### src/rtl/asdc_pkg.sv
package asdc_pkg;
  localparam int unsigned N_UNITS = 5;

  typedef enum int unsigned {
    U_CORE = 0,
    U_AMP  = 1,
    U_REF  = 2,
    U_TEMP = 3,
    U_DAC  = 4
  } unit_e;

  // ceil(ns * khz / 1e6)
  function automatic int unsigned ns_to_cyc(input longint unsigned ns, input longint unsigned khz);
    longint unsigned p;
    p = ns * khz;
    return int'((p + 64'd999999) / 64'd1000000);
  endfunction
endpackage

### src/rtl/asdc_warm_max.sv
module asdc_warm_max
  import asdc_pkg::*;
#(
  parameter int unsigned CNT_W         = 16,
  parameter int unsigned CORE_CYC      = 40,
  parameter int unsigned AMP_CYC       = 80,
  parameter int unsigned REF_CYC       = 240,
  parameter int unsigned TEMP_CYC      = 140,
  parameter int unsigned DAC_CYC       = 140,
  parameter int unsigned CORE_SLOW_CYC = 20
) (
  input  logic [N_UNITS-1:0] mask_i,
  input  logic               slow_i,
  output logic [CNT_W-1:0]   wait_o
);
  localparam logic [CNT_W-1:0] CYC_TAB [N_UNITS] = '{
    CNT_W'(CORE_CYC), CNT_W'(AMP_CYC), CNT_W'(REF_CYC), CNT_W'(TEMP_CYC), CNT_W'(DAC_CYC)
  };
  localparam logic [CNT_W-1:0] SLOW_CORE = CNT_W'(CORE_SLOW_CYC);

  logic [CNT_W-1:0] cand [N_UNITS];

  for (genvar g = 0; g < N_UNITS; g++) begin : g_unit
    if (g == int'(U_CORE)) begin : g_core
      assign cand[g] = !mask_i[g] ? '0 : (slow_i ? SLOW_CORE : CYC_TAB[g]);
    end else begin : g_other
      assign cand[g] = mask_i[g] ? CYC_TAB[g] : '0;
    end
  end

  always_comb begin
    wait_o = '0;
    for (int i = 0; i < N_UNITS; i++) begin
      if (cand[i] > wait_o) wait_o = cand[i];
    end
  end

  always_comb begin
    AST_EMPTY_NO_WAIT: assert (mask_i != '0 || wait_o == '0);
  end
endmodule

### src/rtl/asdc_warm_timer.sv
module asdc_warm_timer #(
  parameter int unsigned CNT_W = 16
) (
  input  logic             clk_i,
  input  logic             rst_ni,
  input  logic             clr_i,
  input  logic             load_i,
  input  logic [CNT_W-1:0] load_val_i,
  output logic             busy_o,
  output logic             expire_o
);
  logic [CNT_W-1:0] cnt_q;

  always_ff @(posedge clk_i or negedge rst_ni) begin
    if (!rst_ni)          cnt_q <= '0;
    else if (clr_i)       cnt_q <= '0;
    else if (load_i)      cnt_q <= load_val_i;
    else if (cnt_q != '0) cnt_q <= cnt_q - 1'b1;
  end

  assign busy_o   = (cnt_q != '0);
  assign expire_o = (cnt_q == CNT_W'(1));

  AST_LOAD_ONLY_IDLE: assert property (@(posedge clk_i) disable iff (!rst_ni)
    load_i |-> !busy_o);
  AST_COUNT_DOWN: assert property (@(posedge clk_i) disable iff (!rst_ni)
    (busy_o && !clr_i && !load_i) |=> (cnt_q == $past(cnt_q) - 1'b1));
endmodule

### src/rtl/asdc_top.sv
module asdc_top
  import asdc_pkg::*;
#(
  parameter int unsigned CLK_KHZ       = 4000,
  parameter int unsigned CORE_NS       = 10000,
  parameter int unsigned AMP_NS        = 20000,
  parameter int unsigned REF_NS        = 60000,
  parameter int unsigned TEMP_NS       = 35000,
  parameter int unsigned DAC_NS        = 35000,
  parameter int unsigned CORE_SLOW_CYC = 20,
  parameter int unsigned CNT_W         = 16
) (
  input  logic               clk_i,
  input  logic               rst_ni,
  input  logic               enable_i,
  input  logic               low_lat_i,
  input  logic               slow_clk_i,
  input  logic [N_UNITS-1:0] unit_req_i,
  input  logic               start_i,
  output logic               busy_o,
  output logic               launch_o
);
  localparam int unsigned CORE_CYC = ns_to_cyc(CORE_NS, CLK_KHZ);
  localparam int unsigned AMP_CYC  = ns_to_cyc(AMP_NS, CLK_KHZ);
  localparam int unsigned REF_CYC  = ns_to_cyc(REF_NS, CLK_KHZ);
  localparam int unsigned TEMP_CYC = ns_to_cyc(TEMP_NS, CLK_KHZ);
  localparam int unsigned DAC_CYC  = ns_to_cyc(DAC_NS, CLK_KHZ);

  logic [N_UNITS-1:0] pwr_q, set_q, need;
  logic [CNT_W-1:0]   wait_cyc;
  logic               accept, load, expire, launch_q, zero_go;

  // units still cold for this start
  assign need    = low_lat_i ? (unit_req_i & ~pwr_q) : unit_req_i;
  assign accept  = enable_i && start_i && !busy_o;
  assign load    = accept && (wait_cyc != '0);
  assign zero_go = accept && (wait_cyc == '0);

  asdc_warm_max #(
    .CNT_W(CNT_W), .CORE_CYC(CORE_CYC), .AMP_CYC(AMP_CYC), .REF_CYC(REF_CYC),
    .TEMP_CYC(TEMP_CYC), .DAC_CYC(DAC_CYC), .CORE_SLOW_CYC(CORE_SLOW_CYC)
  ) i_warm_max (
    .mask_i(need),
    .slow_i(slow_clk_i),
    .wait_o(wait_cyc)
  );

  asdc_warm_timer #(.CNT_W(CNT_W)) i_warm_timer (
    .clk_i     (clk_i),
    .rst_ni    (rst_ni),
    .clr_i     (!enable_i),
    .load_i    (load),
    .load_val_i(wait_cyc),
    .busy_o    (busy_o),
    .expire_o  (expire)
  );

  always_ff @(posedge clk_i or negedge rst_ni) begin
    if (!rst_ni) begin
      launch_q <= 1'b0;
      set_q    <= '0;
      pwr_q    <= '0;
    end else if (!enable_i) begin
      launch_q <= 1'b0;
      set_q    <= '0;
      pwr_q    <= '0;
    end else begin
      launch_q <= expire || zero_go;
      if (load) set_q <= need;
      if (!low_lat_i)  pwr_q <= '0;
      else if (expire) pwr_q <= (pwr_q & unit_req_i) | (set_q & unit_req_i);
      else             pwr_q <= pwr_q & unit_req_i;
    end
  end

  assign launch_o = launch_q;

  AST_NO_LAUNCH_IN_WARM: assert property (@(posedge clk_i) disable iff (!rst_ni)
    busy_o |-> !launch_o);
  AST_LAUNCH_AFTER_WARM: assert property (@(posedge clk_i) disable iff (!rst_ni)
    ($fell(busy_o) && $past(enable_i) && enable_i) |-> launch_o);
  AST_ZERO_WAIT_GO: assert property (@(posedge clk_i) disable iff (!rst_ni)
    (accept && wait_cyc == '0) |=> launch_o);
  AST_DISABLED_QUIET: assert property (@(posedge clk_i) disable iff (!rst_ni)
    !enable_i |=> (!busy_o && !launch_o && pwr_q == '0));
  AST_NORMAL_UNPOWERED: assert property (@(posedge clk_i) disable iff (!rst_ni)
    !low_lat_i |=> (pwr_q == '0));
endmodule

### config.mk
export PLATFORM = sky130hd
export DESIGN_NAME = asdc_top
export DESIGN_NICKNAME = d
export VERILOG_FILES = /design/src/rtl/asdc_pkg.sv /design/src/rtl/asdc_warm_max.sv /design/src/rtl/asdc_warm_timer.sv /design/src/rtl/asdc_top.sv
export SDC_FILE = /design/constraint.sdc
export NUM_CORES = 1
export LEC_CHECK = 0
export BUFFER_PORTS_ARGS = -buffer_cell sky130_fd_sc_hd__buf_2
export CAP_MARGIN = 20
export CORE_MARGIN = 1.5
export CORE_UTILIZATION = 30
export DETAILED_ROUTE_END_ITERATION = 12
export PLACE_DENSITY = 0.49
export SLEW_MARGIN = 25
export SYNTH_ARGS = -nofsm -noshare
export SYNTH_HDL_FRONTEND = slang
export SYNTH_SLANG_ARGS = --single-unit
export TNS_END_PERCENT = 100
### constraint.sdc
create_clock -name clk_i -period 3.43 [get_ports clk_i]
set_input_delay 0.343 -clock clk_i [delete_from_list [all_inputs] [get_ports clk_i]]
set_output_delay 0.343 -clock clk_i [all_outputs]
set_load 0.05 [all_outputs]
Word level (Yosys, flattened, before mapping)
Index checks and enable logic that the tools add are counted.
- output and inout port bits: 2
- word-level logic and storage cells: 48
- input port bits: 11
- register bits after elaboration: 27
- muxes and demuxes: 21
- bitwise gates (word level): 5
- add/subtract/negate cells: 1
- equality and inequality tests: 3
- magnitude comparators: 5
- reduce and logical (&&, ||, !) cells: 9
- operators with widths (cell ; number):
    $mux W16 ; 9
    $gt A16 B16 Y1 ; 4
    $reduce_bool A16 Y1 ; 2
    $mux W5 ; 6
    $mux W8 ; 3
    $eq A16 B1 Y1 const B ; 1
    $gt A16 B1 Y1 const B ; 1
    $logic_not A16 Y1 ; 1
    $sub A16 B1 Y16 const B ; 1
    $and A5 B5 Y5 ; 3
    $mux W7 ; 1
    $mux W6 ; 1
    $not A5 Y5 ; 1
    $or A5 B5 Y5 ; 1
    $logic_and A1 B1 Y1 ; 4
    $ne A3 B1 Y1 const B ; 1
    $ne A2 B1 Y1 const B ; 1
    $logic_not A1 Y1 ; 1
    $logic_or A1 B1 Y1 ; 1
    $mux W1 ; 1

Depth between registers and ports, before layout
Gate-level depths: netlist of run 1.
- depth in word-level cells: 18
- mapped depth: 12
- depth with buffers taken out: 11

Cells and area by module
Synthesis of run 1 repeated with hierarchy kept, for this count alone.
- cells, all modules: 199
- area, all modules: 1903.1 um^2
- modules (own cells, without submodules) (module ; area each (um^2) ; instances ; cells each ; sequential area each (um^2)):
    asdc_warm_timer ; 998.5 ; 1 ; 104 ; 400.4
    asdc_top ; 609.3 ; 1 ; 54 ; 275.3
    asdc_warm_max ; 295.3 ; 1 ; 41 ; 0.0

Least setup slack after synthesis of run 1
OpenSTA, ideal clock, no wires.
- kind: input port to flip-flop
- from: in low_lat_i
- to: reg set_q[3]
- arrival time: 2778 ps
- path slack: 527 ps
- library setup time: 125 ps
- stages: 12
- required time: 3305 ps
- buffers on the path: 2
- path through: buf_2 -> o211ai_1 -> o31ai_1 -> inv_1 -> ha_1 -> nor2b_1 -> nor3_1 -> a311oi_1 -> a21oi_1 -> or3_1 -> buf_6 -> mux2_4
- longest elaborated chain between the ends: 15
- elaborated cells on any way between the ends: 21
- those cells by class: order compare: 5; eq/ne: 1; mux: 13; reduce/logical: 2
- RTL lines (what ; RTL line ; source):
    start, declared ; asdc_top.sv:16 ; input logic low_lat_i,
    $mux W5 * ; asdc_top.sv:34 ; assign need = low_lat_i ? (unit_req_i & ~pwr_q) : unit_req_i;
    $mux W16 ; asdc_warm_max.sv:25 ; assign cand[g] = !mask_i[g] ? '0 : (slow_i ? SLOW_CORE : CYC_TAB[g]);
    $gt A16 B1 Y1 ; asdc_warm_max.sv:34 ; if (cand[i] > wait_o) wait_o = cand[i];
    $mux W16 ; asdc_warm_max.sv:34 ;
    $gt A16 B16 Y1 ; asdc_warm_max.sv:34 ;
    $mux W16 ; asdc_warm_max.sv:34 ;
    $gt A16 B16 Y1 ; asdc_warm_max.sv:34 ;
    $mux W16 ; asdc_warm_max.sv:34 ;
    $gt A16 B16 Y1 ; asdc_warm_max.sv:34 ;
    $mux W16 ; asdc_warm_max.sv:34 ;
    $gt A16 B16 Y1 ; asdc_warm_max.sv:34 ;
    $mux W16 ; asdc_warm_max.sv:34 ;
    $reduce_bool A16 Y1 ; asdc_top.sv:36 ; assign load = accept && (wait_cyc != '0);
    $logic_and A1 B1 Y1 ; asdc_top.sv:36 ;
    $ne A2 B1 Y1 (no source line) ; -- ;
    end signal, assigned ; asdc_top.sv:69 ; if (load) set_q <= need;
    end, declared ; asdc_top.sv:29 ; logic [N_UNITS-1:0] pwr_q, set_q, need;
Mark *: on every way between the ends. The rest lies on a longest branch, timed or not. The select of a mux whose other input is x is not followed.
A chain may end at the register's enable or synchronous reset.

Worst setup path in the final report of run 1
- from: reg pwr_q[2]
- to: reg set_q[3]
- longest elaborated chain between the ends: 13
- RTL lines (what ; RTL line ; source):
    start, declared ; asdc_top.sv:29 ;
    start signal, assigned ; asdc_top.sv:71 ; else if (expire) pwr_q <= (pwr_q & unit_req_i) | (set_q & unit_req_i);
    start signal, assigned ; asdc_top.sv:72 ; else pwr_q <= pwr_q & unit_req_i;
    $not A5 Y5 * ; asdc_top.sv:34 ;
    $and A5 B5 Y5 * ; asdc_top.sv:34 ;
    $mux W5 * ; asdc_top.sv:34 ;
    $mux W8 * ; asdc_warm_max.sv:27 ; assign cand[g] = mask_i[g] ? CYC_TAB[g] : '0;
    $gt A16 B16 Y1 ; asdc_warm_max.sv:34 ;
    $mux W16 * ; asdc_warm_max.sv:34 ;
    $gt A16 B16 Y1 ; asdc_warm_max.sv:34 ;
    $mux W16 * ; asdc_warm_max.sv:34 ;
    $gt A16 B16 Y1 ; asdc_warm_max.sv:34 ;
    $mux W16 * ; asdc_warm_max.sv:34 ;
    $reduce_bool A16 Y1 * ; asdc_top.sv:36 ;
    $logic_and A1 B1 Y1 * ; asdc_top.sv:36 ;
    $ne A2 B1 Y1 (no source line) * ; -- ;
Mark *: on every way between the ends. The rest lies on a longest branch, timed or not.

==> results.sh, run 1 <==
export IMPL_power_leakage_nw=0.854
export IMPL_cts_root_buffer="clkbuf_8"
export IMPL_synth_cell_type_count=54
export IMPL_setup_viol=0
export IMPL_wirelength_microns=3640
export IMPL_finalMaxSlewViolations=0
export IMPL_cts_inserted_buffers=3
export IMPL_route_detailed_drc=0
export IMPL_stdcell_count=268
export IMPL_gp_congestion=0.764
export IMPL_synth_main_ff_cell="dfrtp_1"
export IMPL_grt_pass1_wl_microns=6440
export IMPL_cts_tree="yes"
export IMPL_fp_dieW_microns=77.8
export IMPL_die_y_microns=77.8
export IMPL_fin_nets=213
export IMPL_synth_edf_count=0
export IMPL_n_antenna_cell=0
export IMPL_ant_nets=0
export IMPL_r2r_cells=11
export IMPL_pre_cts_ws_ns=0.187
export IMPL_io_pins=13
export IMPL_drt_wirelength_per_cell_microns=13.6
export IMPL_dp_hpwl_microns=2730
export IMPL_clk_pin_slew_ns=0.09
export IMPL_viasPerCell=4.97
export IMPL_reg2reg_slack_ns=0.24
export IMPL_p_per_area_mw_per_mm2=647
export IMPL_grt_pass1_vias=1311
export IMPL_nFillCells=574
export IMPL_clock_sinks=27
export IMPL_coreArea_sq_mm=0.00544
export IMPL_htreeDepth=1
export IMPL_required_ns=3.59
export IMPL_layout_setup_ws_ns=0.240
export IMPL_hold_path_class="in -> async"
export IMPL_rows=27
export IMPL_via_count=1331
export IMPL_critPathKind="reg -> reg"
export IMPL_cp_start_kind="register"
export IMPL_syn_area_sq_mm=0.00168
export IMPL_totalNegativeSetupSlack_ns=0
export IMPL_rsz0062_at_grt="no"
export IMPL_status="finished, final reports clean"
export IMPL_drt_iter0_markers=55
export IMPL_maxCapViolCount=0
export IMPL_clockBufferDepth=2
export IMPL_skew_ns=0.00215
export IMPL_ys_warnings_count=0
export IMPL_io_buffer_count=12
export IMPL_first_pass_iters=5
export IMPL_r2r_start="pwr_q[2]"
export IMPL_max_freq_mhz=313
export IMPL_antenna_found_initial=0
export IMPL_placed_cells=264
export IMPL_post_cts_setup_buffers=0
export IMPL_grt_max_degree=28
export IMPL_synthCells=183
export IMPL_crit_path_end_kind="register"
export IMPL_period_needed_ns=3.19
export IMPL_ys_ff_latch=27
export IMPL_syn_nets=199
export IMPL_layout_drive_gt1_share=0.158
export IMPL_worstMarginPinSlew_ns=0.623
export IMPL_post_cts_resized=0
export IMPL_ir_drop_mv=0.234
export IMPL_path_max_fanout=5
export IMPL_synthArstFlopShare=1.00
export IMPL_final_util=0.342
export IMPL_synth_seq_area_share=0.402
export IMPL_max_slew_margin=0.585
export IMPL_cts_hold_buf=0
export IMPL_start_util=0.309
export IMPL_clk_latency_ns=0.27
export IMPL_grt_use_total=0.135
export IMPL_arrival_ns=3.35
export IMPL_grt_ovfl_total=0
export IMPL_avgSynthCellArea_sq_um=9.18
export IMPL_hold_viol=0
export IMPL_finalCritPeriodShare=0.930
export IMPL_area_delta_synth_final_pct=10.7
export IMPL_die_area_sq_mm=0.00606
export IMPL_timing_rr_end="set_q[3]"
## final cells by class
type,count,area [sq um],share of cell area
clock buffers,4,45.0,0.0242
well taps,72,90.1,0.0485
multi-input cells,141,931,0.501
inverters,9,33.8,0.0182
repair buffers,15,82.6,0.0444
flip-flops and latches,27,676,0.364
## kinds of logic (layout without fill, tap and decap cells)
family | after synthesis | in the layout | share of synthesized area
fa+ha+maj | 5 | 5 | 0.0373
compound gates | 38 | 38 | 0.168
flops | 27 | 27 | 0.402
simple gates | 79 | 79 | 0.242
xor+xnor | 14 | 14 | 0.0730
buf+inv | 15 | 28 | 0.0432
mux | 5 | 5 | 0.0335
## critical path, cell delays in order (launching register included)
cell and delay [ns]:
dfrtp_1 0.37, nand2b_1 0.16, o211ai_1 0.19, o31ai_1 0.34, inv_1 0.08, ha_1 0.29, nor2b_1 0.13, nor3_1 0.07
a311oi_1 0.37, a21oi_1 0.20, or3_1 0.53, mux2_4 0.34
## worst max path at each step
stage                              from       end  slack, ns
after floorplan               low_lat_i  set_q[3]       0.53
final                          pwr_q[2]  set_q[3]       0.24
after CTS                      pwr_q[2]  set_q[3]       0.26
after global routing           pwr_q[2]  set_q[3]       0.02
after global placement    unit_req_i[1]  set_q[3]       0.27
after detailed placement  unit_req_i[1]  set_q[3]       0.19
## cell usage in the layout, fill, tap and decap left out, types with 2 or more instances in the layout
cell type  instances
xnor2_1            7
nand2b_1           3
nand2_1           19
a21bo_2            2
buf_2             12
a21oi_1           10
o21ai_0            3
nor3_1             6
xor2_1             7
nand4_1            2
nand3b_1           2
o31ai_1            3
mux2i_1            3
o41ai_1            2
dfrtp_1           27
nor2_1            23
inv_1              9
nor2b_1            2
clkbuf_8           3
nand3_1            9
or3_1              2
ha_1               5
buf_4              3
## metrics by stage
stage | hold slack (ns) | power, mW | cell area, sq um
after floorplan | 0.0474 | 0.902 | 1680
after global placement | 0.409 | 1.02 | 1810
after detailed placement | 0.414 | 1.02 | 1810
after CTS | 0.103 | 1.22 | 1860
after global routing | 0.130 | 1.31 | 1860
final | 0.0746 | 1.20 | 1860
## where the power goes
group	internal, mW	switching [mW]	total, mW
Combinational	0.242	0.332	0.574
Clock	0.0833	0.101	0.184
Sequential	0.383	0.0601	0.443
Total	0.709	0.493	1.20
## synthesized netlist by cell type, types with 3 or more instances
| cell type | number | area [sq um] |
|---|---|---|
| xnor2_1 | 7 | 61.3 |
| xor2_1 | 7 | 61.3 |
| a21oi_1 | 10 | 50.1 |
| nand2_1 | 19 | 71.3 |
| ha_1 | 5 | 62.6 |
| nand3_1 | 9 | 45.0 |
| nor3_1 | 6 | 30.0 |
| dfrtp_1 | 27 | 676 |
| nor2_1 | 23 | 86.3 |
| o31ai_1 | 3 | 22.5 |
| mux2i_1 | 3 | 30.0 |
| clkbuf_1 | 3 | 11.3 |
| inv_1 | 9 | 33.8 |
| nand2b_1 | 3 | 18.8 |
| o21ai_0 | 3 | 15.0 |
## flip-flops by register name, indices dropped and copies added, names as in the netlist
register / cells
launch_o: 1
i_warm_timer.cnt_q: 16
set_q: 5
pwr_q: 5
## routing by layer
| layer | routed length [microns] | global-route usage | vias to the layer above |
|---|---|---|---|
| met3 | 114 | 0.0318 | 4 |
| met5 | 0 | 0 | - |
| met4 | 38 | 0.0400 | 0 |
| met1 | 1830 | 0.185 | 629 |
| li1 | - | - | 674 |
| met2 | 1650 | 0.208 | 24 |
No activity file was read; power rests on OpenSTA's default activity.
==> run 2, diff against run 1 <==
--- a/config.mk
+++ b/config.mk
@@ -10,6 +10,7 @@
 export CORE_MARGIN = 1.5
 export CORE_UTILIZATION = 30
 export DETAILED_ROUTE_END_ITERATION = 12
+export GPL_TIMING_DRIVEN = 0
 export PLACE_DENSITY = 0.49
 export SLEW_MARGIN = 25
 export SYNTH_ARGS = -nofsm -noshare
==> run 2 against run 1 <==
  * Register-to-register slack about the same
  * Flip-flop and latch count is the same
  * Final cell count grew 1.1%
  * Die area unchanged
  * Combinational power up 2%
  * Wire length is 2.1% higher
  * Setup slack better by 0.0024 ns
  * Total power rose by 0.37%
  * Via count fell by 1.3%
  * Maximum frequency hardly changed
  * First-iteration DRC count down 20%
  * Critical path type unchanged
==> results.sh, run 2 (same netlist as run 1, synthesis figures left out) <==
export IMPL_combinationalPowerShare=0.484
export IMPL_whs_ns=0.0773
export IMPL_power_leakage_nw=0.864
export IMPL_path_max_fanout=9
export IMPL_route_detailed_drc=0
export IMPL_timing_rr_end="set_q[3]"
export IMPL_arrival_ns=3.35
export IMPL_die_y_microns=77.8
export IMPL_status="finished, final reports clean"
export IMPL_viasPerCell=4.85
export IMPL_crit_path_end_kind="register"
export IMPL_antenna_found_initial=0
export IMPL_rows=27
export IMPL_coreArea_sq_mm=0.00544
export IMPL_required_ns=3.59
export IMPL_rsz0062_at_grt="no"
export IMPL_die_area_sq_mm=0.00606
export IMPL_pwr_share_seq=0.366
export IMPL_reg2reg_slack_ns=0.24
export IMPL_final_util=0.348
export IMPL_regMostFlops="i_warm_timer.cnt_q"
export IMPL_first_pass_iters=4
export IMPL_fin_nets=216
export IMPL_layout_setup_ws_ns=0.242
export IMPL_layout_drive_gt1_share=0.166
export IMPL_grt_use_total=0.135
export IMPL_power_internal_mw=0.716
export IMPL_p_switching_mw=0.491
export IMPL_cts_inserted_buffers=3
export IMPL_clockBufferDepth=2
export IMPL_top_regs="i_warm_timer.cnt_q (16), pwr_q (5), set_q (5)"
export IMPL_skew_ns=0.00699
export IMPL_stdcell_count=271
export IMPL_drt_wirelength_per_cell_microns=13.7
export IMPL_ant_nets=0
export IMPL_grt_pass1_vias=1333
export IMPL_cts_tree="yes"
export IMPL_pre_cts_ws_ns=-0.105
export IMPL_p_per_area_mw_per_mm2=637
export IMPL_finalMaxSlewViolations=0
export IMPL_max_slew_margin=0.582
export IMPL_final_common_cell="dfrtp_1"
export IMPL_clk_pin_slew_ns=0.09
export IMPL_grt_pass1_wl_microns=6490
export IMPL_hold_viol=0
export IMPL_critPathKind="reg -> reg"
export IMPL_max_freq_mhz=314
export IMPL_dp_hpwl_microns=2730
export IMPL_setup_viol=0
export IMPL_clk_latency_ns=0.27
export IMPL_htreeDepth=1
export IMPL_largest_reg_flops=16
export IMPL_via_count=1314
export IMPL_hold_path_class="in -> async"
export IMPL_totalNegativeSetupSlack_ns=0
export IMPL_io_buffer_count=12
export IMPL_finalCritPeriodShare=0.929
export IMPL_clock_sinks=27
export IMPL_io_pins=13
export IMPL_worstMarginPinSlew_ns=0.626
export IMPL_final_cell_mix="dfrtp_1, nor2_1, nand2_1"
export IMPL_n_antenna_cell=0
export IMPL_r2r_cells=12
export IMPL_grt_max_degree=28
export IMPL_wirelength_microns=3710
export IMPL_placed_cells=267
export IMPL_switching_share=0.407
export IMPL_drt_iter0_markers=44
export IMPL_nFillCells=574
export IMPL_period_needed_ns=3.19
export IMPL_ir_drop_mv=0.293
export IMPL_gp_congestion=0.725
export IMPL_start_util=0.309
export IMPL_grt_ovfl_total=0
export IMPL_cp_start_kind="register"
export IMPL_area_delta_synth_final_pct=12.8
export IMPL_cts_root_buffer="clkbuf_8"
export IMPL_r2r_start="pwr_q[3]"
export IMPL_power_frac_clock=0.150
export IMPL_maxCapViolCount=0
export IMPL_fp_dieW_microns=77.8
## run 2: changes by cell type in the layout (fill, tap and decap cells not counted), sizes merged
cell	change
clkbuf	+3
## run 2: power groups by stage
stage / sequential [mW] / clock (mW) / combinational, mW
5_1_grt: 0.453 / 0.209 / 0.656
3_3_place_gp: 0.449 / 0 / 0.581
4_1_cts: 0.443 / 0.192 / 0.587
2_1_floorplan: 0.442 / 0 / 0.460
6_report: 0.441 / 0.181 / 0.584
3_5_place_dp: 0.450 / 0 / 0.581
## run 2: final cells by class
cell class | count | area [sq um] | area share
multi-input cells | 141 | 951 | 0.502
inverters | 9 | 33.8 | 0.0178
flip-flops and latches | 27 | 676 | 0.357
plain buffers | 6 | 38.8 | 0.0205
clock buffers | 4 | 45.0 | 0.0238
well taps | 72 | 90.1 | 0.0476
repair buffers | 12 | 60.1 | 0.0317
## run 2: worst max-delay path by stage
stage / from / endpoint / slack (ns) / cells after the start
after global routing: pwr_q[3] / set_q[3] / 0.009 / 12
after global placement: low_lat_i / i_warm_timer.cnt_q[1] / -0.16 / 12
after CTS: pwr_q[1] / i_warm_timer.cnt_q[15] / 0.13 / 11
final: pwr_q[3] / set_q[3] / 0.24 / 12
after floorplan: low_lat_i / set_q[3] / 0.53 / 12
after detailed placement: low_lat_i / i_warm_timer.cnt_q[15] / -0.11 / 12
## run 2: repair_timing
action / in CTS / in global routing
resized for setup: 0 / 4
setup endpoints to repair: 0 / 12
setup buffers: 0 / 0
hold buffers: 0 / 0
hold endpoints to repair: 0 / 0
## run 2: through the flow
step / power, mW / cell area, sq um
after floorplan: 0.902 / 1680
after global placement: 1.03 / 1830
after global routing: 1.32 / 1890
after CTS: 1.22 / 1870
final: 1.21 / 1890
after detailed placement: 1.03 / 1830
## run 2: critical path: stages, from the launching register on
cell and delay (ns):
dfrtp_1 0.41, a21boi_1 0.25, nand2_1 0.26, o31ai_2 0.15, inv_1 0.07, ha_1 0.28, nor2b_1 0.12, nor3_1 0.06
a311oi_1 0.38, a21oi_1 0.23, or3_1 0.43, buf_6 0.15, mux2_4 0.28
## run 2: metal layers
layer | GRT usage | wire length [microns]
met5 | 0 | 0
met4 | 0.0218 | 15
met3 | 0.0247 | 105
met2 | 0.225 | 1770
met1 | 0.184 | 1820
==> run 3, diff against run 2 <==
--- a/config.mk
+++ b/config.mk
@@ -11,7 +11,7 @@
 export CORE_UTILIZATION = 30
 export DETAILED_ROUTE_END_ITERATION = 12
 export GPL_TIMING_DRIVEN = 0
-export PLACE_DENSITY = 0.49
+export PLACE_DENSITY = 0.5
 export SLEW_MARGIN = 25
 export SYNTH_ARGS = -nofsm -noshare
 export SYNTH_HDL_FRONTEND = slang
==> constraint.sdc (replaced) <==
create_clock -name clk_i -period 2.7 [get_ports clk_i]
set_input_delay 0.27 -clock clk_i [delete_from_list [all_inputs] [get_ports clk_i]]
set_output_delay 0.27 -clock clk_i [all_outputs]
set_load 0.05 [all_outputs]
==> run 3 against run 2 <==
  * The run now ends with negative hold slack, negative setup slack left
  * Clock skew down 0.0012 ns
  * Clock-buffer cell count down 1
  * Via count up 4.5%
  * Largest cell class unchanged
  * Sequential power up 27%
  * Total power up 32%
  * First-iteration DRC count down 11%
  * Design area up 9.5%
  * Global-route usage up 0.25 points
  * Wire length up 2.8%
  * Setup slack worse by 0.28 ns
  * Maximum frequency up 16%
  * Worst hold slack worse by 0.084 ns
==> results.sh, run 3 (same netlist as run 1, synthesis figures left out) <==
export IMPL_power_mw=1.60
export IMPL_power_internal_mw=0.939
export IMPL_viasPerCell=4.96
export IMPL_final_common_cell="dfrtp_1"
export IMPL_clock_sinks=27
export IMPL_hold_path_class="in -> async"
export IMPL_die_area_sq_mm=0.00606
export IMPL_via_count=1373
export IMPL_finalCritPeriodShare=1.02
export IMPL_cts_tree="yes"
export IMPL_critPathKind="reg -> reg"
export IMPL_max_freq_mhz=365
export IMPL_r2r_cells=10
export IMPL_route_detailed_drc=0
export IMPL_maxCapViolCount=0
export IMPL_coreArea_sq_mm=0.00544
export IMPL_io_buffer_count=12
export IMPL_setup_viol=1
export IMPL_dp_hpwl_microns=2670
export IMPL_power_leakage_nw=0.919
export IMPL_required_ns=2.87
export IMPL_grt_pass1_vias=1360
export IMPL_ant_nets=0
export IMPL_hold_viol=13
export IMPL_regMostFlops="i_warm_timer.cnt_q"
export IMPL_fin_area_sq_mm=0.00207
export IMPL_drt_wirelength_per_cell_microns=13.8
export IMPL_die_y_microns=77.8
export IMPL_ir_drop_mv=0.407
export IMPL_status="complete, but fails checks"
export IMPL_cts_inserted_buffers=3
export IMPL_first_pass_iters=4
export IMPL_clk_pin_slew_ns=0.10
export IMPL_cts_hold_buf=0
export IMPL_grt_max_degree=28
export IMPL_power_frac_clock=0.152
export IMPL_clk_latency_ns=0.28
export IMPL_path_max_fanout=6
export IMPL_p_switching_mw=0.658
export IMPL_antenna_found_initial=0
export IMPL_whs_ns=-0.00625
export IMPL_skew_ns=0.00580
export IMPL_top_regs="i_warm_timer.cnt_q (16), pwr_q (5), set_q (5)"
export IMPL_grt_ovfl_total=0
export IMPL_max_slew_margin=0.583
export IMPL_drt_iter0_markers=39
export IMPL_combinationalPowerShare=0.497
export IMPL_grt_pass1_wl_microns=6600
export IMPL_largest_reg_flops=16
export IMPL_rows=27
export IMPL_switching_share=0.412
export IMPL_placed_cell_area_sq_mm=0.00184
export IMPL_pwr_share_seq=0.351
export IMPL_n_antenna_cell=0
export IMPL_nFillCells=548
export IMPL_worstMarginPinSlew_ns=0.626
export IMPL_layout_drive_gt1_share=0.259
export IMPL_cp_start_kind="register"
export IMPL_fp_dieW_microns=77.8
export IMPL_grt_use_total=0.138
export IMPL_layout_setup_ws_ns=-0.0425
export IMPL_htreeDepth=1
export IMPL_fin_nets=222
export IMPL_clockBufferDepth=2
export IMPL_rsz0062_at_grt="yes"
export IMPL_start_util=0.309
export IMPL_io_pins=13
export IMPL_crit_path_end_kind="register"
export IMPL_period_needed_ns=2.74
export IMPL_gp_congestion=0.738
export IMPL_violations="negative hold slack, negative setup slack"
export IMPL_wirelength_microns=3820
export IMPL_cts_root_buffer="clkbuf_8"
export IMPL_arrival_ns=2.92
export IMPL_finalMaxSlewViolations=0
export IMPL_p_per_area_mw_per_mm2=770
export IMPL_area_delta_synth_final_pct=23.5
export IMPL_final_cell_mix="dfrtp_1, nor2_1, nand2_1"
==> run 3: changes by cell type in the layout (fill, tap and decap cells not counted), sizes merged <==
| cell | change |
|---|---|
| buf | +6 |
| clkbuf | -1 |
| clkinvlp | +1 |
==> run 3: worst paths after layout <==
path                                from                    end  slack (ns)
setup / recovery                pwr_q[0]               set_q[3]       -0.04
hold / removal                    rst_ni  i_warm_timer.cnt_q[1]      -0.006
setup reg to reg                pwr_q[0]               set_q[3]       -0.04
hold reg to reg                 pwr_q[4]               pwr_q[4]        0.52
max in group asynchronous         rst_ni               pwr_q[3]        2.30
min in group clk_i         unit_req_i[0]               pwr_q[0]        0.23
==> run 3: cell type report <==
cell class,instances,area [sq um],area share
plain buffers,5,27.5,0.0133
clock inverters,1,7.51,0.00362
well taps,72,90.1,0.0434
repair buffers,19,120,0.0579
clock buffers,3,41.3,0.0199
flip-flops and latches,27,676,0.326
multi-input cells,141,1080,0.520
inverters,9,33.8,0.0163
==> run 3: repair_timing <==
item	CTS	global route
setup buffers	6	2
endpoints found under the setup margin	19	18
pin swaps	7	10
hold endpoints to repair	0	0
resized for setup	17	10
==> run 3: stage by stage <==
stage | cells | TNS [ns] | setup slack, ns | utilization
global placement | 267 | -11.55 | -0.762 | 0.338
finish | 277 | -0.0425 | -0.0425 | 0.381
global route | 277 | -0.630 | -0.138 | 0.381
CTS | 276 | -0.155 | -0.0525 | 0.369
floorplan | 183 | -0.0516 | -0.0516 | -
detailed placement | 267 | -11.40 | -0.760 | 0.338
==> run 3: power groups by stage <==
stage / sequential [mW] / clock (mW) / combinational, mW
finish: 0.561 / 0.243 / 0.793
global route: 0.575 / 0.273 / 0.893
CTS: 0.562 / 0.257 / 0.770
detailed placement: 0.570 / 0 / 0.732
global placement: 0.570 / 0 / 0.739
floorplan: 0.562 / 0 / 0.584
==> run 3: per-layer routing <==
layer / wire, microns / vias to the layer above / GRT usage
met2: 1840 / 16 / 0.230
met4: 15 / 0 / 0.0218
li1: - / 692 / -
met5: 0 / - / 0
met1: 1880 / 663 / 0.186
met3: 86 / 2 / 0.0259
==> run 3: worst max-delay path, cell delays in order (launching register included) <==
cell,delay (ns)
dfrtp_1,0.40
a21bo_4,0.26
o31ai_4,0.27
inv_2,0.07
ha_4,0.27
nor2b_4,0.15
nor3_4,0.05
a311o_1,0.37
nor3_4,0.28
or3_4,0.22
mux2_4,0.29
